$ cat config.mk
export PLATFORM = sky130hd
export DESIGN_NAME = flash_algo_seq
export DESIGN_NICKNAME = d
export VERILOG_FILES = /design/src/rtl/flash_seq_pkg.sv /design/src/rtl/flash_seq_range.sv /design/src/rtl/flash_seq_match.sv /design/src/rtl/flash_algo_seq.sv
export SDC_FILE = /design/constraint.sdc
export NUM_CORES = 1
export LEC_CHECK = 0
export ABC_AREA = 1
export BUFFER_PORTS_ARGS = -buffer_cell sky130_fd_sc_hd__buf_2
export CAP_MARGIN = 0
export CORE_UTILIZATION = 45
export DETAILED_ROUTE_END_ITERATION = 8
export PLACE_DENSITY = 0.69
export SLEW_MARGIN = 20
export SYNTH_ARGS = -nofsm -noshare
export SYNTH_HDL_FRONTEND = slang
export SYNTH_SLANG_ARGS = --single-unit
$ cat constraint.sdc
create_clock -name clk -period 1.9 [get_ports clk]
set_input_delay 0.38 -clock clk [delete_from_list [all_inputs] [get_ports clk]]
set_output_delay 0.38 -clock clk [all_outputs]
set_load 0.03 [all_outputs]
$ cat src/rtl/flash_seq_pkg.sv
package flash_seq_pkg;
    localparam logic [1:0] OP_NONE  = 2'b00;
    localparam logic [1:0] OP_PROG  = 2'b01;
    localparam logic [1:0] OP_CHIP  = 2'b10;
    localparam logic [1:0] OP_BLOCK = 2'b11;

    typedef enum logic [2:0] {
        S_IDLE      = 3'd0,
        S_PPULSE    = 3'd1,
        S_PVERIFY   = 3'd2,
        S_PREPULSE  = 3'd3,
        S_PREVERIFY = 3'd4,
        S_EPULSE    = 3'd5,
        S_EVERIFY   = 3'd6,
        S_SUSP      = 3'd7
    } seq_state_e;
endpackage

$ cat src/rtl/flash_seq_range.sv
module flash_seq_range #(
    parameter int ADDR_W     = 6,
    parameter int BSEL_W     = 3,
    parameter int NUM_BLOCKS = 5,
    parameter int BLK_SIZE   = 8
) (
    input  logic              whole_array,
    input  logic [BSEL_W-1:0] blk_sel,
    output logic [ADDR_W-1:0] lo,
    output logic [ADDR_W-1:0] hi,
    output logic              valid
);
    localparam int DEPTH = NUM_BLOCKS * BLK_SIZE;

    always_comb begin
        if (whole_array) begin
            lo    = '0;
            hi    = ADDR_W'(DEPTH - 1);
            valid = 1'b1;
        end else begin
            lo    = ADDR_W'(int'(blk_sel) * BLK_SIZE);
            hi    = ADDR_W'(int'(blk_sel) * BLK_SIZE + BLK_SIZE - 1);
            valid = (int'(blk_sel) < NUM_BLOCKS);
        end
    end
endmodule

$ cat src/rtl/flash_seq_match.sv
module flash_seq_match #(
    parameter int DATA_W = 8
) (
    input  logic [DATA_W-1:0] rdata,
    input  logic [DATA_W-1:0] target,
    output logic              hit
);
    assign hit = (rdata == target);
endmodule

$ cat src/rtl/flash_algo_seq.sv
module flash_algo_seq
    import flash_seq_pkg::*;
#(
    parameter int DATA_W      = 8,
    parameter int NUM_BLOCKS  = 5,
    parameter int BLK_SIZE    = 8,
    parameter int PROG_PULSE  = 4,
    parameter int ERASE_PULSE = 8,
    parameter int PROG_RETRY  = 3,
    parameter int ERASE_RETRY = 4,
    localparam int DEPTH  = NUM_BLOCKS * BLK_SIZE,
    localparam int ADDR_W = (DEPTH > 1) ? $clog2(DEPTH) : 1,
    localparam int BSEL_W = (NUM_BLOCKS > 1) ? $clog2(NUM_BLOCKS) : 1
) (
    input  logic              clk,
    input  logic              rst_n,
    input  logic              start,
    input  logic [1:0]        op,
    input  logic [ADDR_W-1:0] start_addr,
    input  logic [DATA_W-1:0] start_data,
    input  logic [BSEL_W-1:0] blk_sel,
    input  logic              suspend_req,
    input  logic              resume_req,
    input  logic [DATA_W-1:0] arr_rdata,
    output logic [ADDR_W-1:0] arr_addr,
    output logic [DATA_W-1:0] arr_wdata,
    output logic              arr_prog,
    output logic              arr_erase,
    output logic [ADDR_W-1:0] arr_lo,
    output logic [ADDR_W-1:0] arr_hi,
    output logic              busy,
    output logic              done,
    output logic              prog_fail,
    output logic              erase_fail,
    output logic              suspended
);
    localparam int MAX_PULSE = (PROG_PULSE > ERASE_PULSE) ? PROG_PULSE : ERASE_PULSE;
    localparam int MAX_TRY   = (PROG_RETRY > ERASE_RETRY) ? PROG_RETRY : ERASE_RETRY;
    localparam int CNT_W     = $clog2(MAX_PULSE + 1);
    localparam int TRY_W     = $clog2(MAX_TRY + 1);

    typedef struct packed {
        seq_state_e        state;
        logic [ADDR_W-1:0] addr;
        logic [ADDR_W-1:0] lo;
        logic [ADDR_W-1:0] hi;
        logic [DATA_W-1:0] data;
        logic [CNT_W-1:0]  cnt;
        logic [TRY_W-1:0]  tries;
        logic              pend;
        logic              done;
        logic              pfail;
        logic              efail;
    } seq_reg_t;

    seq_reg_t r_q, r_d;

    logic [ADDR_W-1:0] rng_lo, rng_hi;
    logic              rng_valid;
    logic [DATA_W-1:0] verify_target;
    logic              verify_hit;

    flash_seq_range #(
        .ADDR_W(ADDR_W), .BSEL_W(BSEL_W),
        .NUM_BLOCKS(NUM_BLOCKS), .BLK_SIZE(BLK_SIZE)
    ) u_range (
        .whole_array(op == OP_CHIP),
        .blk_sel    (blk_sel),
        .lo         (rng_lo),
        .hi         (rng_hi),
        .valid      (rng_valid)
    );

    assign verify_target = (r_q.state == S_EVERIFY) ? '1 : r_q.data;

    flash_seq_match #(.DATA_W(DATA_W)) u_match (
        .rdata (arr_rdata),
        .target(verify_target),
        .hit   (verify_hit)
    );

    always_comb begin
        r_d      = r_q;
        r_d.done = 1'b0;
        if (suspend_req && (r_q.state == S_EPULSE || r_q.state == S_EVERIFY))
            r_d.pend = 1'b1;
        case (r_q.state)
            S_IDLE: begin
                if (start && op != OP_NONE) begin
                    r_d.pfail = 1'b0;
                    r_d.efail = 1'b0;
                    r_d.pend  = 1'b0;
                    r_d.tries = TRY_W'(1);
                    r_d.cnt   = CNT_W'(PROG_PULSE - 1);
                    if (op == OP_PROG) begin
                        r_d.state = S_PPULSE;
                        r_d.addr  = start_addr;
                        r_d.data  = start_data;
                    end else if (rng_valid) begin
                        r_d.state = S_PREPULSE;
                        r_d.lo    = rng_lo;
                        r_d.hi    = rng_hi;
                        r_d.addr  = rng_lo;
                        r_d.data  = '0;
                    end else begin
                        r_d.efail = 1'b1;
                    end
                end
            end
            S_PPULSE, S_PREPULSE: begin
                if (r_q.cnt == '0)
                    r_d.state = (r_q.state == S_PPULSE) ? S_PVERIFY : S_PREVERIFY;
                else
                    r_d.cnt = r_q.cnt - CNT_W'(1);
            end
            S_PVERIFY: begin
                if (verify_hit) begin
                    r_d.done  = 1'b1;
                    r_d.state = S_IDLE;
                end else if (r_q.tries == TRY_W'(PROG_RETRY)) begin
                    r_d.pfail = 1'b1;
                    r_d.state = S_IDLE;
                end else begin
                    r_d.tries = r_q.tries + TRY_W'(1);
                    r_d.cnt   = CNT_W'(PROG_PULSE - 1);
                    r_d.state = S_PPULSE;
                end
            end
            S_PREVERIFY: begin
                if (verify_hit) begin
                    r_d.tries = TRY_W'(1);
                    if (r_q.addr == r_q.hi) begin
                        r_d.cnt   = CNT_W'(ERASE_PULSE - 1);
                        r_d.state = S_EPULSE;
                    end else begin
                        r_d.addr  = r_q.addr + ADDR_W'(1);
                        r_d.cnt   = CNT_W'(PROG_PULSE - 1);
                        r_d.state = S_PREPULSE;
                    end
                end else if (r_q.tries == TRY_W'(PROG_RETRY)) begin
                    r_d.efail = 1'b1;
                    r_d.state = S_IDLE;
                end else begin
                    r_d.tries = r_q.tries + TRY_W'(1);
                    r_d.cnt   = CNT_W'(PROG_PULSE - 1);
                    r_d.state = S_PREPULSE;
                end
            end
            S_EPULSE: begin
                if (r_q.cnt == '0) begin
                    r_d.addr  = r_q.lo;
                    r_d.state = S_EVERIFY;
                end else begin
                    r_d.cnt = r_q.cnt - CNT_W'(1);
                end
            end
            S_EVERIFY: begin
                if (verify_hit) begin
                    if (r_q.addr == r_q.hi) begin
                        r_d.done  = 1'b1;
                        r_d.state = S_IDLE;
                    end else begin
                        r_d.addr = r_q.addr + ADDR_W'(1);
                    end
                end else if (r_q.tries == TRY_W'(ERASE_RETRY)) begin
                    r_d.efail = 1'b1;
                    r_d.state = S_IDLE;
                end else if (r_q.pend || suspend_req) begin
                    r_d.state = S_SUSP;
                end else begin
                    r_d.tries = r_q.tries + TRY_W'(1);
                    r_d.cnt   = CNT_W'(ERASE_PULSE - 1);
                    r_d.state = S_EPULSE;
                end
            end
            S_SUSP: begin
                if (resume_req) begin
                    r_d.pend  = 1'b0;
                    r_d.addr  = r_q.lo;
                    r_d.state = S_EVERIFY;
                end
            end
            default: r_d.state = S_IDLE;
        endcase
    end

    always_ff @(posedge clk or negedge rst_n) begin
        if (!rst_n) r_q <= '0;
        else        r_q <= r_d;
    end

    assign arr_addr   = r_q.addr;
    assign arr_wdata  = r_q.data;
    assign arr_prog   = (r_q.state == S_PPULSE) || (r_q.state == S_PREPULSE);
    assign arr_erase  = (r_q.state == S_EPULSE);
    assign arr_lo     = r_q.lo;
    assign arr_hi     = r_q.hi;
    assign busy       = (r_q.state != S_IDLE);
    assign suspended  = (r_q.state == S_SUSP);
    assign done       = r_q.done;
    assign prog_fail  = r_q.pfail;
    assign erase_fail = r_q.efail;
endmodule

Word level (Yosys, flattened, before mapping)
Cells that the tools add are included.
{"block": "totals", "reg_bits": 40, "in_bits": 32, "output_inout_bits": 33, "word_cells": 126}
{"block": "classes", "n_addsub": 5, "order_cmp": 1, "n_eq_ne": 30, "n_mux": 52, "bitwise_logic": 1, "n_reduce_logical": 26}
{"cell": "2-to-1 mux 7 bit", "n": 6}
{"cell": "2-to-1 mux 37 bit", "n": 1}
{"cell": "2-to-1 mux 29 bit", "n": 1}
{"cell": "2-to-1 mux 3 bit", "n": 9}
{"cell": "2-to-1 mux 9 bit", "n": 3}
{"cell": "2-to-1 mux 6 bit", "n": 4}
{"cell": "!= test 2 bit, second input constant", "n": 12}
{"cell": "one-hot mux 6 bit (4 select lines)", "n": 1}
{"cell": "one-hot mux 3 bit (7 select lines)", "n": 1}
{"cell": "one-hot mux 4 bit (5 select lines)", "n": 1}
{"cell": "AND reduction 6 bit", "n": 3}
{"cell": "2-to-1 mux 8 bit", "n": 2}
{"cell": "== test 3 bit, second input constant", "n": 5}
{"cell": "AND reduction 7 bit", "n": 2}
{"cell": "2-to-1 mux 1 bit", "n": 13}
{"cell": "2-to-1 mux 12 bit", "n": 1}
{"cell": "one-hot mux 3 bit (4 select lines)", "n": 1}
{"cell": "== test 3 x 2 -> 1 bit, second input constant", "n": 3}
{"cell": "== test 8 bit", "n": 1}
{"cell": "AND reduction 4 bit", "n": 2}
{"cell": "nonzero test 4 bit", "n": 2}
{"cell": "adder 6 x 1 -> 6 bit, second input constant", "n": 1}
{"cell": "adder 6 x 4 -> 6 bit, second input constant", "n": 1}
{"cell": "== test 6 bit", "n": 1}
{"cell": "24 further kinds", "n": 38}

Logic depth before layout (Yosys ltp)
{"block": "logic_depth", "ltp_word": 7, "mapped_depth": 16}

Cells and area by module
From an unflattened synthesis, not the netlist that was laid out.
{"block": "unflattened", "cells_unflattened": 481, "hier_area_um2": 3093.0}
{"mod": "flash_algo_seq", "instances": 1, "cells_each": 418, "area_each_um2": 2821.5}
{"mod": "flash_seq_match", "instances": 1, "cells_each": 44, "area_each_um2": 165.2}
{"mod": "flash_seq_range", "instances": 1, "cells_each": 19, "area_each_um2": 106.4}

Worst setup path after synthesis
No wires, ideal clock.
{"block": "synth_timing", "kind": "flip-flop to flip-flop", "from": "register r_q[39] (netlist name)", "to": "register r_q, in the netlist arr_addr[3]", "setup_ns": 0.118, "arrival_time_ns": 1.767, "required_ns": 1.782, "path_slack_ns": 0.015, "stages_incl_launch_ff": 12, "path_buffers": 2, "period_less_slack_ns": 1.885, "cell_sequence": "dfrtp_1 buf_2 nand2_1 nor2_1 nand2_1 nand2_1 inv_1 nand2_1 a21oi_4 buf_6 nand2_2 o21ai_2"}
{"item": "start, declared", "line_no": "flash_algo_seq.sv:56", "text": "seq_reg_t r_q, r_d;"}
{"item": "start signal, assigned", "line_no": "flash_algo_seq.sv:189", "text": "else r_q <= r_d;"}
{"item": "== test 3 bit *"}
{"item": "via suspended", "line_no": "flash_algo_seq.sv:35", "text": "output logic suspended"}
{"item": "nonzero test 4 bit (no line) or != test 2 bit (tied branches)"}
{"item": "AND reduction 7 bit (no line)"}
Mark *: on every way through the listed nets, which the timed path passes. The rest lies on a longest branch.
A chain may end at the register's enable or synchronous reset.

Worst setup path after layout
{"block": "layout_timing", "from": "register r_q[39] (netlist name)", "to": "output arr_prog"}
{"block": "layout_between", "elab_chain_cells": 2}
{"item": "== test 3 x 1 -> 1 bit or == test 3 x 2 -> 1 bit (tied branches)", "line_no": "flash_algo_seq.sv:194", "text": "assign arr_prog = (r_q.state == S_PPULSE) || (r_q.state == S_PREPULSE);"}
{"item": "logical OR 1 bit *", "line_no": "flash_algo_seq.sv:194"}
{"item": "end, declared", "line_no": "flash_algo_seq.sv:27", "text": "output logic arr_prog,"}
Every way passes the cells marked *; elsewhere a longest branch is shown, timed or not.

==> qor.yml <==
cp_cell_sequence: "buf_4, buf_4, nor2_1, buf_2"
postSynthCellCount: 384
wirelength_um: 6830
clkTransAtPathRegs_ps: 70
dieArea_um2: 6210
finalSetupViolCount: 0
fmax_mhz: 533
cts_tree: "built"
worstSetupStartpointType: "register"
yosysUniqueCellTypes: 39
cp_slowest_cell: "dfrtp_2"
layout_common_cells: "nand2_1, buf_2, inv_1"
synth.avg_cell_area_um2: 6.91
fin_crit_ps: 1880
worst-path-max-fanout: 7
grt_max_degree: 34
worstPathRequired_ps: 1520
dp_cells: 506
clk_path_buf_depth: 2
htreeDepth: 2
fin_nets: 485
yosysWarnings: 0
slowest_delay_ps: 450
die_h_um: 78.8
finalWorstSetupSlack_ps: 24.8
numCtsBuffers: 5
gp_congestion: 0.987
layout_commonest_cell: "nand2_1"
wl_per_cell_um: 13.2
antenna_found_initial: 0
ys.flop_type: "dfrtp_1"
power_leakage_nw: 1.70
initial_utilization: 0.473
ir_drop_mv: 0.716
cts-root-buf: "clkbuf_8"
place_ws_ps: 51.5
hp-class: "in2async"
postSynthRegisterBits: 33
drc: 0
synthArstFlopShare: 1.00
vias: 2648
rows: 27
gr-total-overflow: 0
grt_usage: 0.225
final_hold_viol_count: 0
critPathKind: "reg2out"
endpoint_kind: "output port"
max_cap_violations: 0
postCtsHoldBufs: 0
drtAntennaViolNets: 0
status: "completed"
synth-seq-area-share: 0.311
layout-drive-gt1-share: 0.303
fp.dieW_um: 78.8
via_per_inst: 5.11
worstPathArrival_ps: 1500
grt_first_pass_wirelength_um: 11100
n_antenna_cell: 0
synth_area_um2: 2660
hpwlAfterDp_um: 5150
fin_skew_ps: 5.20
dpl_cell_area_um2: 2980
coreArea_um2: 5610
first_pass_iters: 5
drt_iter0_markers: 103
syn_to_final_growth_pct: 19.1
rsz0062_at_grt: "true"
clk_latency_ps: 280
synth_edf_count: 0
finalMaxSlewViolations: 0
io_buffers: 61
io_pins: 65
cpMostUsedCell: "buf_4"
cts.sinks: 33
grt_pass1_vias: 2496
final_cell_area_um2: 3160
p_per_area_nw_per_um2: 1500
layout.cells.non_filler: 518
finalCritPeriodShare: 0.987
## worst paths after layout
check                               startpoint                        to  slack [ps]  cells after the start
max reg2reg                r_q[38]$_DFFE_PN0P_        r_q[8]$_DFFE_PN0P_          80                     14
min                                      rst_n  arr_wdata[3]$_DFFE_PN0P_         100                      2
max                        r_q[39]$_DFFE_PN0P_                  arr_prog          20                      4
min reg2reg                   r_q[3]$_DFF_PN0_          r_q[3]$_DFF_PN0_         510                      2
min in group clk                 start_data[4]  arr_wdata[4]$_DFFE_PN0P_         330                      3
max in group asynchronous                rst_n       r_q[38]$_DFFE_PN0P_        1480                      2
## metrics by stage
stage | utilization | setup TNS [ps] | hold slack (ps) | power (W)
floorplan | - | 0 | 84.4 | 0.00344
global placement | 0.531 | 0 | 434 | 0.00399
detailed placement | 0.531 | 0 | 441 | 0.00403
CTS | 0.546 | 0 | 129 | 0.00459
global route | 0.564 | -177 | 153 | 0.00516
finish | 0.564 | 0 | 100 | 0.00474
## layout make-up
class	instances	area [um2]
clock buffers	7	86.3
fillers	570	2440
inverters	54	209
multi-input cells	268	1460
flip-flops and latches	33	830
well taps	72	90.1
repair buffers	84	490
## timing repair
action,CTS,global route
endpoints found under the hold margin,0,0
setup endpoints to repair,0,18
buffers inserted,0,3
resized for setup,0,19
## sequential cells by signal, indices dropped and copies added, names as in the netlist
register    flops
arr_lo          1
done            1
arr_wdata       8
arr_hi          4
arr_addr        6
r_q            11
prog_fail       1
erase_fail      1
## cells by family after synthesis
logic type               Yosys count  share of synthesized area
buffers and inverters             87                      0.170
AND/OR/NAND/NOR                  192                      0.335
flip-flops                        33                      0.311
other                              1                    0.00141
AO/OA/AOI/OAI                     59                      0.134
XOR/XNOR                           5                     0.0165
adder cells (fa/ha/maj)            7                     0.0330
## power breakdown
group / leakage [nW] / switching, W / internal, W / total (W)
Sequential: 0.421 / 0.000283 / 0.000971 / 0.00125
Clock: 0.0443 / 0.000244 / 0.000287 / 0.000531
Combinational: 1.24 / 0.00189 / 0.00107 / 0.00296
Total: 1.70 / 0.00241 / 0.00233 / 0.00474
## worst max-delay path: cells and delay by family, from the launching register on
kind,cells,cell delay (ps)
buffers and inverters,3,580
DFF,1,450
and+or+nand+nor,1,180
## Yosys cell counts (2+ instances only)
cell      instances  area share
buf_6             2      0.0085
ha_1              7       0.033
nand2_1         102        0.14
xor2_1            2      0.0066
buf_4            28       0.079
or2_2             2      0.0047
nand4_1           9       0.021
nor3_1            5      0.0094
nand2_2           8       0.019
clkbuf_1          2      0.0028
a21oi_1           8       0.015
dfrtp_1          33        0.31
o21a_1            2      0.0057
o21ai_1           7       0.013
inv_2             3      0.0042
nand3_1          29       0.055
nor2_4            2      0.0085
nand3b_1          6       0.017
o211ai_1          3      0.0085
nand3_4           2       0.013
o21ai_0          27       0.051
xnor2_1           3      0.0099
o31ai_1           2      0.0057
nor2_1           24       0.034
o21ai_2           4       0.013
inv_1            49       0.069
## metal layers
metal / global-route usage / share of wire / vias to the layer above
met5: 0 / 0 / -
met4: 0.0673 / 0.0088 / 0
met3: 0.0425 / 0.070 / 6
met2: 0.378 / 0.47 / 90
met1: 0.291 / 0.46 / 1214
li1: - / - / 1338
(Power assumes the default switching activity.)
